===== config.mk =====
export PLATFORM = sky130hd
export DESIGN_NAME = cfgp_port
export DESIGN_NICKNAME = d
export VERILOG_FILES = /design/src/rtl/cfgp_pkg.sv /design/src/rtl/cfgp_decode.sv /design/src/rtl/cfgp_key_fsm.sv /design/src/rtl/cfgp_regs.sv /design/src/rtl/cfgp_port.sv
export SDC_FILE = /design/constraint.sdc
export NUM_CORES = 1
export LEC_CHECK = 0
export BUFFER_PORTS_ARGS = -buffer_cell sky130_fd_sc_hd__buf_2
export CAP_MARGIN = 20
export CORE_ASPECT_RATIO = 1.2
export CORE_MARGIN = 2
export CORE_UTILIZATION = 45
export DETAILED_ROUTE_END_ITERATION = 8
export PLACE_DENSITY = 0.82
export SYNTH_ARGS = -nofsm -noshare
export SYNTH_HDL_FRONTEND = slang
export SYNTH_SLANG_ARGS = --single-unit

===== constraint.sdc =====
create_clock -name clk -period 2.11 [get_ports clk]
set_input_delay 0.211 -clock clk [delete_from_list [all_inputs] [get_ports clk]]
set_output_delay 0.211 -clock clk [all_outputs]
set_load 0.05 [all_outputs]

===== src/rtl/cfgp_pkg.sv =====
package cfgp_pkg;

    typedef enum logic [1:0] {
        KS_LOCKED = 2'd0,
        KS_HALF   = 2'd1,
        KS_OPEN   = 2'd2
    } key_state_t;

    localparam logic [7:0] KEY_BYTE      = 8'h87;
    localparam logic [7:0] EXIT_BYTE     = 8'hAA;
    localparam logic [7:0] IDX_LDSEL     = 8'h07;
    localparam logic [7:0] IDX_IDENT     = 8'h20;
    localparam logic [7:0] IDX_REVISION  = 8'h21;
    localparam logic [7:0] IDX_STRAPS    = 8'h26;
    localparam logic [7:0] IDX_BANK_LOW  = 8'h30;
    localparam logic [7:0] IDX_ACTIVATE  = 8'h30;
    localparam int         STRAP_POS     = 6;
    localparam logic [7:0] IDLE_BYTE     = 8'hFF;

endpackage


===== src/rtl/cfgp_decode.sv =====
module cfgp_decode #(
    parameter int ADDR_W = 16,
    parameter logic [ADDR_W-1:0] BASE_LO = 16'h002E,
    parameter logic [ADDR_W-1:0] BASE_HI = 16'h004E
) (
    input  logic [ADDR_W-1:0] addr,
    input  logic              strap_hi,
    output logic              hit_idx,
    output logic              hit_dat
);
    logic [ADDR_W-1:0] base;

    always_comb begin
        base    = strap_hi ? BASE_HI : BASE_LO;
        hit_idx = (addr == base);
        hit_dat = (addr == base + ADDR_W'(1));
    end
endmodule


===== src/rtl/cfgp_key_fsm.sv =====
module cfgp_key_fsm
    import cfgp_pkg::*;
(
    input  logic       clk,
    input  logic       rst_n,
    input  logic       idx_wr,
    input  logic [7:0] wdata,
    output logic       open_o,
    output logic       latch_idx
);
    key_state_t state_q, state_d;

    always_ff @(posedge clk) begin
        if (!rst_n) state_q <= KS_LOCKED;
        else        state_q <= state_d;
    end

    always_comb begin
        state_d = state_q;
        unique case (state_q)
            KS_LOCKED: if (idx_wr && wdata == KEY_BYTE) state_d = KS_HALF;
            KS_HALF:   if (idx_wr) state_d = (wdata == KEY_BYTE) ? KS_OPEN : KS_LOCKED;
            KS_OPEN:   if (idx_wr && wdata == EXIT_BYTE) state_d = KS_LOCKED;
            default:   state_d = KS_LOCKED;
        endcase
    end

    always_comb begin
        open_o    = (state_q == KS_OPEN);
        latch_idx = open_o && idx_wr && (wdata != EXIT_BYTE);
    end
endmodule


===== src/rtl/cfgp_regs.sv =====
module cfgp_regs
    import cfgp_pkg::*;
#(
    parameter int         NUM_LDEV = 12,
    parameter logic [7:0] DEV_ID   = 8'h5C,
    parameter logic [7:0] DEV_REV  = 8'h13
) (
    input  logic                clk,
    input  logic                rst_n,
    input  logic                open_i,
    input  logic                latch_idx,
    input  logic                idx_rd,
    input  logic                dat_wr,
    input  logic                dat_rd,
    input  logic [7:0]          wdata,
    input  logic                strap_hi,
    input  logic [7:0]          ldev_rdata,
    output logic [7:0]          rd_data,
    output logic                rd_valid,
    output logic                ldev_wr,
    output logic [7:0]          ldev_bank,
    output logic [7:0]          ldev_index,
    output logic [7:0]          ldev_wdata,
    output logic [NUM_LDEV-1:0] ldev_active
);
    localparam logic [7:0] LDEV_LIMIT = 8'(NUM_LDEV);

    logic [7:0]          index_q, ldsel_q, rd_q, wbyte_q, rd_d;
    logic                rdv_q, strobe_q;
    logic [NUM_LDEV-1:0] active_q, act_hit;
    logic                sel_ok, banked, bank_wr, act_wr, act_sel;

    always_comb begin
        sel_ok  = (ldsel_q < LDEV_LIMIT);
        banked  = (index_q >= IDX_BANK_LOW);
        bank_wr = open_i && dat_wr && banked && sel_ok;
        act_wr  = bank_wr && (index_q == IDX_ACTIVATE);
    end

    always_ff @(posedge clk) begin
        if (!rst_n) begin
            index_q <= 8'h00;
            ldsel_q <= 8'h00;
        end else begin
            if (latch_idx) index_q <= wdata;
            if (open_i && dat_wr && index_q == IDX_LDSEL) ldsel_q <= wdata;
        end
    end

    for (genvar g = 0; g < NUM_LDEV; g++) begin : g_act
        always_ff @(posedge clk) begin
            if (!rst_n)                             active_q[g] <= 1'b0;
            else if (act_wr && ldsel_q == 8'(g))    active_q[g] <= wdata[0];
        end
        assign act_hit[g] = active_q[g] && (ldsel_q == 8'(g));
    end

    assign act_sel = |act_hit;

    always_comb begin
        rd_d = IDLE_BYTE;
        if (idx_rd) begin
            rd_d = open_i ? index_q : IDLE_BYTE;
        end else if (open_i) begin
            unique case (index_q)
                IDX_LDSEL:    rd_d = ldsel_q;
                IDX_IDENT:    rd_d = DEV_ID;
                IDX_REVISION: rd_d = DEV_REV;
                IDX_STRAPS:   rd_d = 8'({strap_hi}) << STRAP_POS;
                default: begin
                    if (!banked)                       rd_d = 8'h00;
                    else if (!sel_ok)                  rd_d = IDLE_BYTE;
                    else if (index_q == IDX_ACTIVATE)  rd_d = {7'b0, act_sel};
                    else                               rd_d = ldev_rdata;
                end
            endcase
        end
    end

    always_ff @(posedge clk) begin
        if (!rst_n) begin
            rd_q     <= 8'h00;
            rdv_q    <= 1'b0;
            strobe_q <= 1'b0;
            wbyte_q  <= 8'h00;
        end else begin
            rdv_q    <= idx_rd || dat_rd;
            if (idx_rd || dat_rd) rd_q <= rd_d;
            strobe_q <= bank_wr;
            if (bank_wr) wbyte_q <= wdata;
        end
    end

    assign rd_data     = rd_q;
    assign rd_valid    = rdv_q;
    assign ldev_wr     = strobe_q;
    assign ldev_bank   = ldsel_q;
    assign ldev_index  = index_q;
    assign ldev_wdata  = wbyte_q;
    assign ldev_active = active_q;
endmodule


===== src/rtl/cfgp_port.sv =====
module cfgp_port
    import cfgp_pkg::*;
#(
    parameter int                ADDR_W   = 16,
    parameter int                NUM_LDEV = 12,
    parameter logic [ADDR_W-1:0] BASE_LO  = 16'h002E,
    parameter logic [ADDR_W-1:0] BASE_HI  = 16'h004E,
    parameter logic [7:0]        DEV_ID   = 8'h5C,
    parameter logic [7:0]        DEV_REV  = 8'h13
) (
    input  logic                clk,
    input  logic                rst_n,
    input  logic [ADDR_W-1:0]   bus_addr,
    input  logic                bus_wr,
    input  logic                bus_rd,
    input  logic [7:0]          bus_wdata,
    input  logic                strap_hi,
    output logic [7:0]          rd_data,
    output logic                rd_valid,
    output logic                unlocked,
    output logic                ldev_wr,
    output logic [7:0]          ldev_bank,
    output logic [7:0]          ldev_index,
    output logic [7:0]          ldev_wdata,
    input  logic [7:0]          ldev_rdata,
    output logic [NUM_LDEV-1:0] ldev_active
);
    logic hit_idx, hit_dat, open_w, latch_idx;

    cfgp_decode #(.ADDR_W(ADDR_W), .BASE_LO(BASE_LO), .BASE_HI(BASE_HI)) u_decode (
        .addr     (bus_addr),
        .strap_hi (strap_hi),
        .hit_idx  (hit_idx),
        .hit_dat  (hit_dat)
    );

    cfgp_key_fsm u_key (
        .clk       (clk),
        .rst_n     (rst_n),
        .idx_wr    (bus_wr && hit_idx),
        .wdata     (bus_wdata),
        .open_o    (open_w),
        .latch_idx (latch_idx)
    );

    cfgp_regs #(.NUM_LDEV(NUM_LDEV), .DEV_ID(DEV_ID), .DEV_REV(DEV_REV)) u_regs (
        .clk         (clk),
        .rst_n       (rst_n),
        .open_i      (open_w),
        .latch_idx   (latch_idx),
        .idx_rd      (bus_rd && hit_idx),
        .dat_wr      (bus_wr && hit_dat),
        .dat_rd      (bus_rd && hit_dat),
        .wdata       (bus_wdata),
        .strap_hi    (strap_hi),
        .ldev_rdata  (ldev_rdata),
        .rd_data     (rd_data),
        .rd_valid    (rd_valid),
        .ldev_wr     (ldev_wr),
        .ldev_bank   (ldev_bank),
        .ldev_index  (ldev_index),
        .ldev_wdata  (ldev_wdata),
        .ldev_active (ldev_active)
    );

    assign unlocked = open_w;
endmodule


==> flow_summary_export.csv, run 1 <==
group,metric,value,unit
run,cap_violations,0,
logic_synthesis,ys_ff_latch,48,
drt,drt-initial-drc-count,164,
die,fp.dieW,72.38,microns
sta,relSlewSlack,58.11,%
logic_synthesis,yosysMostFrequentCell,"dfxtp_1",
drt,routedWlPerCell,17.17,microns
cells_and_area,utilization,62.12,%
clocking,clkSinkCount,48,
logic_synthesis,ys_warn_count,0,
cells_and_area,fin_nets,430,
clocking,cts_buffers,5,
grt,grt.total_usage,25.85,%
die,core-area,5370,sq um
drt,drtAntennaViolNets,0,
grt,antenna_found_initial,0,
drt,routed_via_density,5.805,
logic_synthesis,yosysUniqueCellTypes,53,
critical_path,startpoint_type,"register",
sta,clock.fmax,0.4896,GHz
logic_synthesis,seq_area_frac_synth,38.06,%
drt,dr.pass1.iters,4,
drt,via_count,2647,
die,start_util,47.02,%
pwr,power.density,494.5,nW/um^2
drt,routed_wl,7.831,mm
critical_path,crit_arrival,2.23,ns
logic_synthesis,avgSynthCellArea,8.767,sq um
sta,setup_viol,0,
placement,place_area,3206,sq um
status,status,"complete, no violations",
pwr,vdd.ir_drop.worst,321.4,uV
cells_and_area,syn_to_final_growth,32.11,%
cells_and_area,n_antenna_cell,0,
logic_synthesis,synth_flop_cell,"dfxtp_1",
cells_and_area,drive_gt1_share,37.56,%
grt,gr-total-overflow,0,
critical_path,cp-startpoint,"u_regs.ldev_bank[5]$_SDFFE_PN0P_",
pwr,p_leak,1.447,nW
min_path,hp-class,"primary input to register",
die,die_area,6229,sq um
sta,fin_worst_skew,0.009968,ns
critical_path,cp_data_required_time,2.30,ns
logic_synthesis,synthTopCellsByCount,"dfxtp_1, nor2_1, mux2i_1",
placement,finalWeightedCongestion,0.9348,
placement,portBuffers,83,
logic_synthesis,synth_area,2525,sq um
critical_path,cp-end-kind,"register",
logic_synthesis,synth_nets,325,
critical_path,critical_path_class,"register to register",
min_path,min_from,"bus_wdata[7]",
clocking,root_buffer,"clkbuf_8",
sta,slew_violations,0,
sta,timing.final.crit_share,96.81,%
logic_synthesis,synth_area_leader_cell,"dfxtp_1",
cells_and_area,final-seq-area,974.7,sq um
die,ios,84,
logic_synthesis,synth_top_area_share,38.06,%
sta,worst_pin_slew,0.6199,ns
die,die_h,86.06,microns
critical_path,cp_max_fo,13,
cells_and_area,multi_input_area,1455,sq um
grt,grt_max_degree,31,
sta,period_minus_slack,2.043,ns
clocking,htreeDepth,2,
critical_path,r2r-start,"u_regs.ldev_bank[5]$_SDFFE_PN0P_",
drt,route.detailed.drc,0,
cells_and_area,fin_area,3336,sq um
sta,hold_viol_final,0,
die,rows,29,
placement,dp_hpwl,6.071,mm
logic_synthesis,async_flop_share,0,%
grt,grt_pass1_wl,12.61,mm
logic_synthesis,synth_area_leaders,"dfxtp_1, mux2i_1, nor2_1",
logic_synthesis,synth_edf_count,0,
logic_synthesis,syn_inst,288,
clocking,clkTransAtPathRegs,0.09,ns
sta,grt_setup_unrepaired,"no",
clocking,clk_path_buf_depth,2,
grt,grt_pass1_vias,2619,
cells_and_area,fillers,476,
clocking,insertion_delay,0.31,ns
clocking,cts_tree,"built",
[area by class of cell]
cell class                 count  area share, %
timing repair buffer         117          20.11
tap                           62          2.326
clock inverter                 1         0.2626
multi-input combinational    210          43.62
sequential                    48          29.22
clock buffer                   7          3.226
inverter                      11          1.238
[registers in the layout, summed over array words and instances (netlist names)]
register / cells
u_key.state_q: 2
u_regs.rd_data: 8
u_regs.ldev_index: 8
u_regs.ldev_active: 12
u_regs.ldev_bank: 8
u_regs.rd_valid: 1
u_regs.ldev_wdata: 8
u_regs.ldev_wr: 1
[worst max-delay path, cell delays in order, from the launching register on]
cell	delay (ns)
dfxtp_4	0.37
or4_4	0.52
a21o_1	0.18
or4_4	0.55
o21ai_0	0.22
a21oi_1	0.08
[cells in the final DEF, fill, tap and decap left out, types with 6 or more instances in the layout]
cell	instances
a21oi_1	23
nand2_1	13
buf_4	34
clkbuf_8	6
dfxtp_1	41
nor3_1	7
nor2_1	32
nand4_1	17
buf_2	83
mux2i_1	29
nand3b_1	6
inv_1	11
[repair_timing]
item / CTS / global route
gates resized for setup: 0 / 5
endpoints found under the setup margin: 0 / 14
setup buffers: 0 / 1
hold buffers: 0 / 0
[cells by family after synthesis]
kind of cell           after synthesis  synth area share (%)
multiplexers                        32                 13.73
flip-flops                          48                 38.06
AO/OA/AOI/OAI                       62                 17.54
AND/OR/NAND/NOR                    116                 25.72
buffers and inverters               30                 4.955
[worst paths after layout]
kind / endpoint / slack [ns] / depth (start not counted)
setup / recovery: u_regs.ldev_active[5]$_SDFFE_PN0P_ / 0.07 / 5
setup reg to reg: u_regs.ldev_active[5]$_SDFFE_PN0P_ / 0.07 / 5
hold / removal: u_regs.ldev_wdata[7]$_SDFFE_PN0P_ / 0.20 / 3
hold reg to reg: u_regs.ldev_active[8]$_SDFFE_PN0P_ / 0.50 / 2
[per-stage QoR]
step / TNS, ns / hold slack (ns) / power [mW] / setup WS, ns / cells
3_5_place_dp: -2.092 / 0.4828 / 1.013 / -0.1443 / 447
2_1_floorplan: -0.5585 / 0.3549 / 0.9549 / -0.07293 / 288
4_1_cts: 0 / 0.1998 / 1.650 / 0.02157 / 455
6_report: 0 / 0.2005 / 1.650 / 0.06735 / 456
3_3_place_gp: -1.247 / 0.4639 / 1.011 / -0.1057 / 447
5_1_grt: 0 / 0.2022 / 1.703 / 0.008498 / 456
[power by group]
group	switching [mW]	total [mW]	internal [mW]
Clock	0.316	0.656	0.340
Combinational	0.0525	0.0912	0.0387
Sequential	0.00000235	0.902	0.902
Total	0.369	1.65	1.28
[metal layers]
metal / routed length (microns) / GRT usage, % / share of wire (%)
met1: 3142 / 30.75 / 40
met3: 395 / 5.053 / 5.0
met4: 145 / 9.091 / 1.9
met2: 4147 / 45.79 / 53
met5: 0 / 0 / 0
No activity file was read; power rests on OpenSTA's default activity.
==> run 2, diff against run 1 <==
--- a/config.mk
+++ b/config.mk
@@ -12,6 +12,7 @@
 export CORE_UTILIZATION = 45
 export DETAILED_ROUTE_END_ITERATION = 8
 export PLACE_DENSITY = 0.82
+export RECOVER_POWER = 100
 export SYNTH_ARGS = -nofsm -noshare
 export SYNTH_HDL_FRONTEND = slang
 export SYNTH_SLANG_ARGS = --single-unit
==> run 2 against run 1 <==
- sequential cell count unchanged
- design area decreased by 2.6%
- sequential share of layout area increased by 0.76 points
- maximum frequency decreased by 0.12%
- critical path type unchanged
- highest routed layer unchanged
- largest power group unchanged
- combinational power decreased by 0.5%
==> flow_summary_export.csv, run 2 (synthesized netlist as in run 1, its figures left out) <==
group,metric,value,unit
sta,hold_viol_final,0,
die,die_area,6229,sq um
die,rows,29,
grt,met1_usage,30.75,%
drt,routed_wl,7.893,mm
sta,setup-tns-final,0,ns
cells_and_area,final_cell_mix,"clkbuf_1, dfxtp_1, buf_2",
die,core-area,5370,sq um
drt,dr.pass1.iters,4,
sta,setup_viol,0,
die,start_util,47.02,%
die,die_h,86.06,microns
cells_and_area,fin_nets,430,
cells_and_area,n_antenna_cell,0,
grt,busiest_layer,"met2",
grt,grt_util_met3,5.053,%
die,fp.dieW,72.38,microns
clocking,hold_buffers,0,
cells_and_area,largest_register_ff_count,12,
clocking,htreeDepth,2,
critical_path,reg2reg_depth,5,
sta,slew_violations,0,
clocking,clkTransAtPathRegs,0.09,ns
cells_and_area,syn_to_final_growth,28.74,%
critical_path,cp-end-kind,"register",
critical_path,cp_max_fo,13,
cells_and_area,layout.cells.most_common,"clkbuf_1",
grt,gr-total-overflow,0,
drt,routedWlPerCell,17.31,microns
critical_path,r2r_slack,0.06,ns
min_path,hp-class,"primary input to register",
sta,timing.final.crit_share,96.92,%
critical_path,crit_end,"u_regs.ldev_active[5]$_SDFFE_PN0P_",
critical_path,startpoint_type,"register",
sta,worst_pin_slew,0.6260,ns
critical_path,crit_arrival,2.23,ns
pwr,vdd.ir_drop.worst,321.9,uV
sta,relSlewSlack,57.70,%
critical_path,r2r_end,"u_regs.ldev_active[5]$_SDFFE_PN0P_",
pwr,power.density,506.9,nW/um^2
drt,via_count,2668,
clocking,cts_tree,"built",
sta,fin_worst_skew,0.009853,ns
grt,gr-usage-met2,45.79,%
clocking,root_buffer,"clkbuf_8",
cells_and_area,drive_gt1_share,24.87,%
placement,portBuffers,83,
grt,grt_max_degree,31,
critical_path,critical_path_class,"register to register",
clocking,clk_path_buf_depth,2,
drt,routed_via_density,5.851,
critical_path,r2r-start,"u_regs.ldev_bank[5]$_SDFFE_PN0P_",
clocking,cts_buffers,5,
critical_path,cp_data_required_time,2.30,ns
drt,drtAntennaViolNets,0,
grt,grt_pass1_vias,2619,
die,ios,84,
drt,drt-initial-drc-count,141,
placement,dp_hpwl,6.071,mm
grt,antenna_found_initial,0,
critical_path,cp-startpoint,"u_regs.ldev_bank[5]$_SDFFE_PN0P_",
clocking,insertion_delay,0.31,ns
grt,grt.total_usage,25.85,%
sta,period_minus_slack,2.045,ns
run,cap_violations,0,
placement,finalWeightedCongestion,0.9348,
pwr,p_total,1.648,mW
pwr,p_leak,1.224,nW
clocking,clkSinkCount,48,
sta,grt_setup_unrepaired,"no",
drt,route.detailed.drc,0,
grt,grt_pass1_wl,12.61,mm
sta,clock.fmax,0.4890,GHz
status,status,"complete, no violations",
==> run 2: cell types whose count changed in the layout (fill, tap and decap cells not counted) <==
| cell | delta |
|---|---|
| buf_4 | -6 |
| clkbuf_2 | +3 |
| a211o_4 | -1 |
| a211o_2 | +1 |
| buf_2 | -47 |
| clkbuf_1 | +50 |
==> run 2: critical path, stage by stage (launching register included) <==
cell and delay, ns:
dfxtp_4 0.37, or4_4 0.52, a21o_1 0.18, or4_4 0.55, o21ai_0 0.22, a21oi_1 0.08
==> run 2: worst min-delay path by stage <==
stage,startpoint,end,cells after the start
after CTS,bus_wdata[7],u_regs.ldev_wdata[7]$_SDFFE_PN0P_,3
after global routing,bus_wdata[7],u_regs.ldev_wdata[7]$_SDFFE_PN0P_,3
after global placement,u_regs.ldev_active[8]$_SDFFE_PN0P_,u_regs.ldev_active[8]$_SDFFE_PN0P_,2
final,bus_wdata[7],u_regs.ldev_wdata[7]$_SDFFE_PN0P_,3
after floorplan,bus_wdata[1],u_regs.ldev_wdata[1]$_SDFFE_PN0P_,2
after detailed placement,u_regs.ldev_wdata[1]$_SDFFE_PN0P_,u_regs.ldev_wdata[1]$_SDFFE_PN0P_,2
==> run 2: what timing repair did <==
action | in CTS | in global routing
setup buffers | 0 | 1
resized for setup | 0 | 5
endpoints found under the setup margin | 0 | 14
==> run 2: area by class of cell <==
cell class	count	area (sq um)
well taps	62	77.57
clock buffers	7	107.6
inverters	11	41.29
multi-input cells	210	1448
flip-flops and latches	48	974.7
clock inverters	1	8.758
repair buffers	117	593.1
fillers	512	2120
==> run 2: per-stage QoR <==
step	instance area, sq um	cells	setup slack (ns)	utilization (%)	hold WS, ns
after floorplan	2562	288	-0.07293	-	0.3549
after global placement	3206	447	-0.1057	59.69	0.4639
after CTS	3322	455	0.02157	61.86	0.1998
after global routing	3251	456	0.009045	60.53	0.2022
after detailed placement	3206	447	-0.1443	59.69	0.4828
final	3251	456	0.06493	60.53	0.1992
==> run 2: power breakdown <==
| part | switching, mW | leakage [nW] | total [mW] | internal, mW |
|---|---|---|---|---|
| Sequential | 0.00000245 | 0.391 | 0.902 | 0.902 |
| Combinational | 0.0522 | 0.774 | 0.0907 | 0.0385 |
| Clock | 0.315 | 0.0596 | 0.655 | 0.340 |
| Total | 0.367 | 1.22 | 1.65 | 1.28 |
==> run 2: layer usage <==
metal  routed length (microns)  up-vias  share of wire (%)
met5                         0        -                  0
met4                       112        0                1.4
met3                       426       10                5.4
met2                      4117       86                 52
met1                      3237     1281                 41
li1                          -     1291                  -
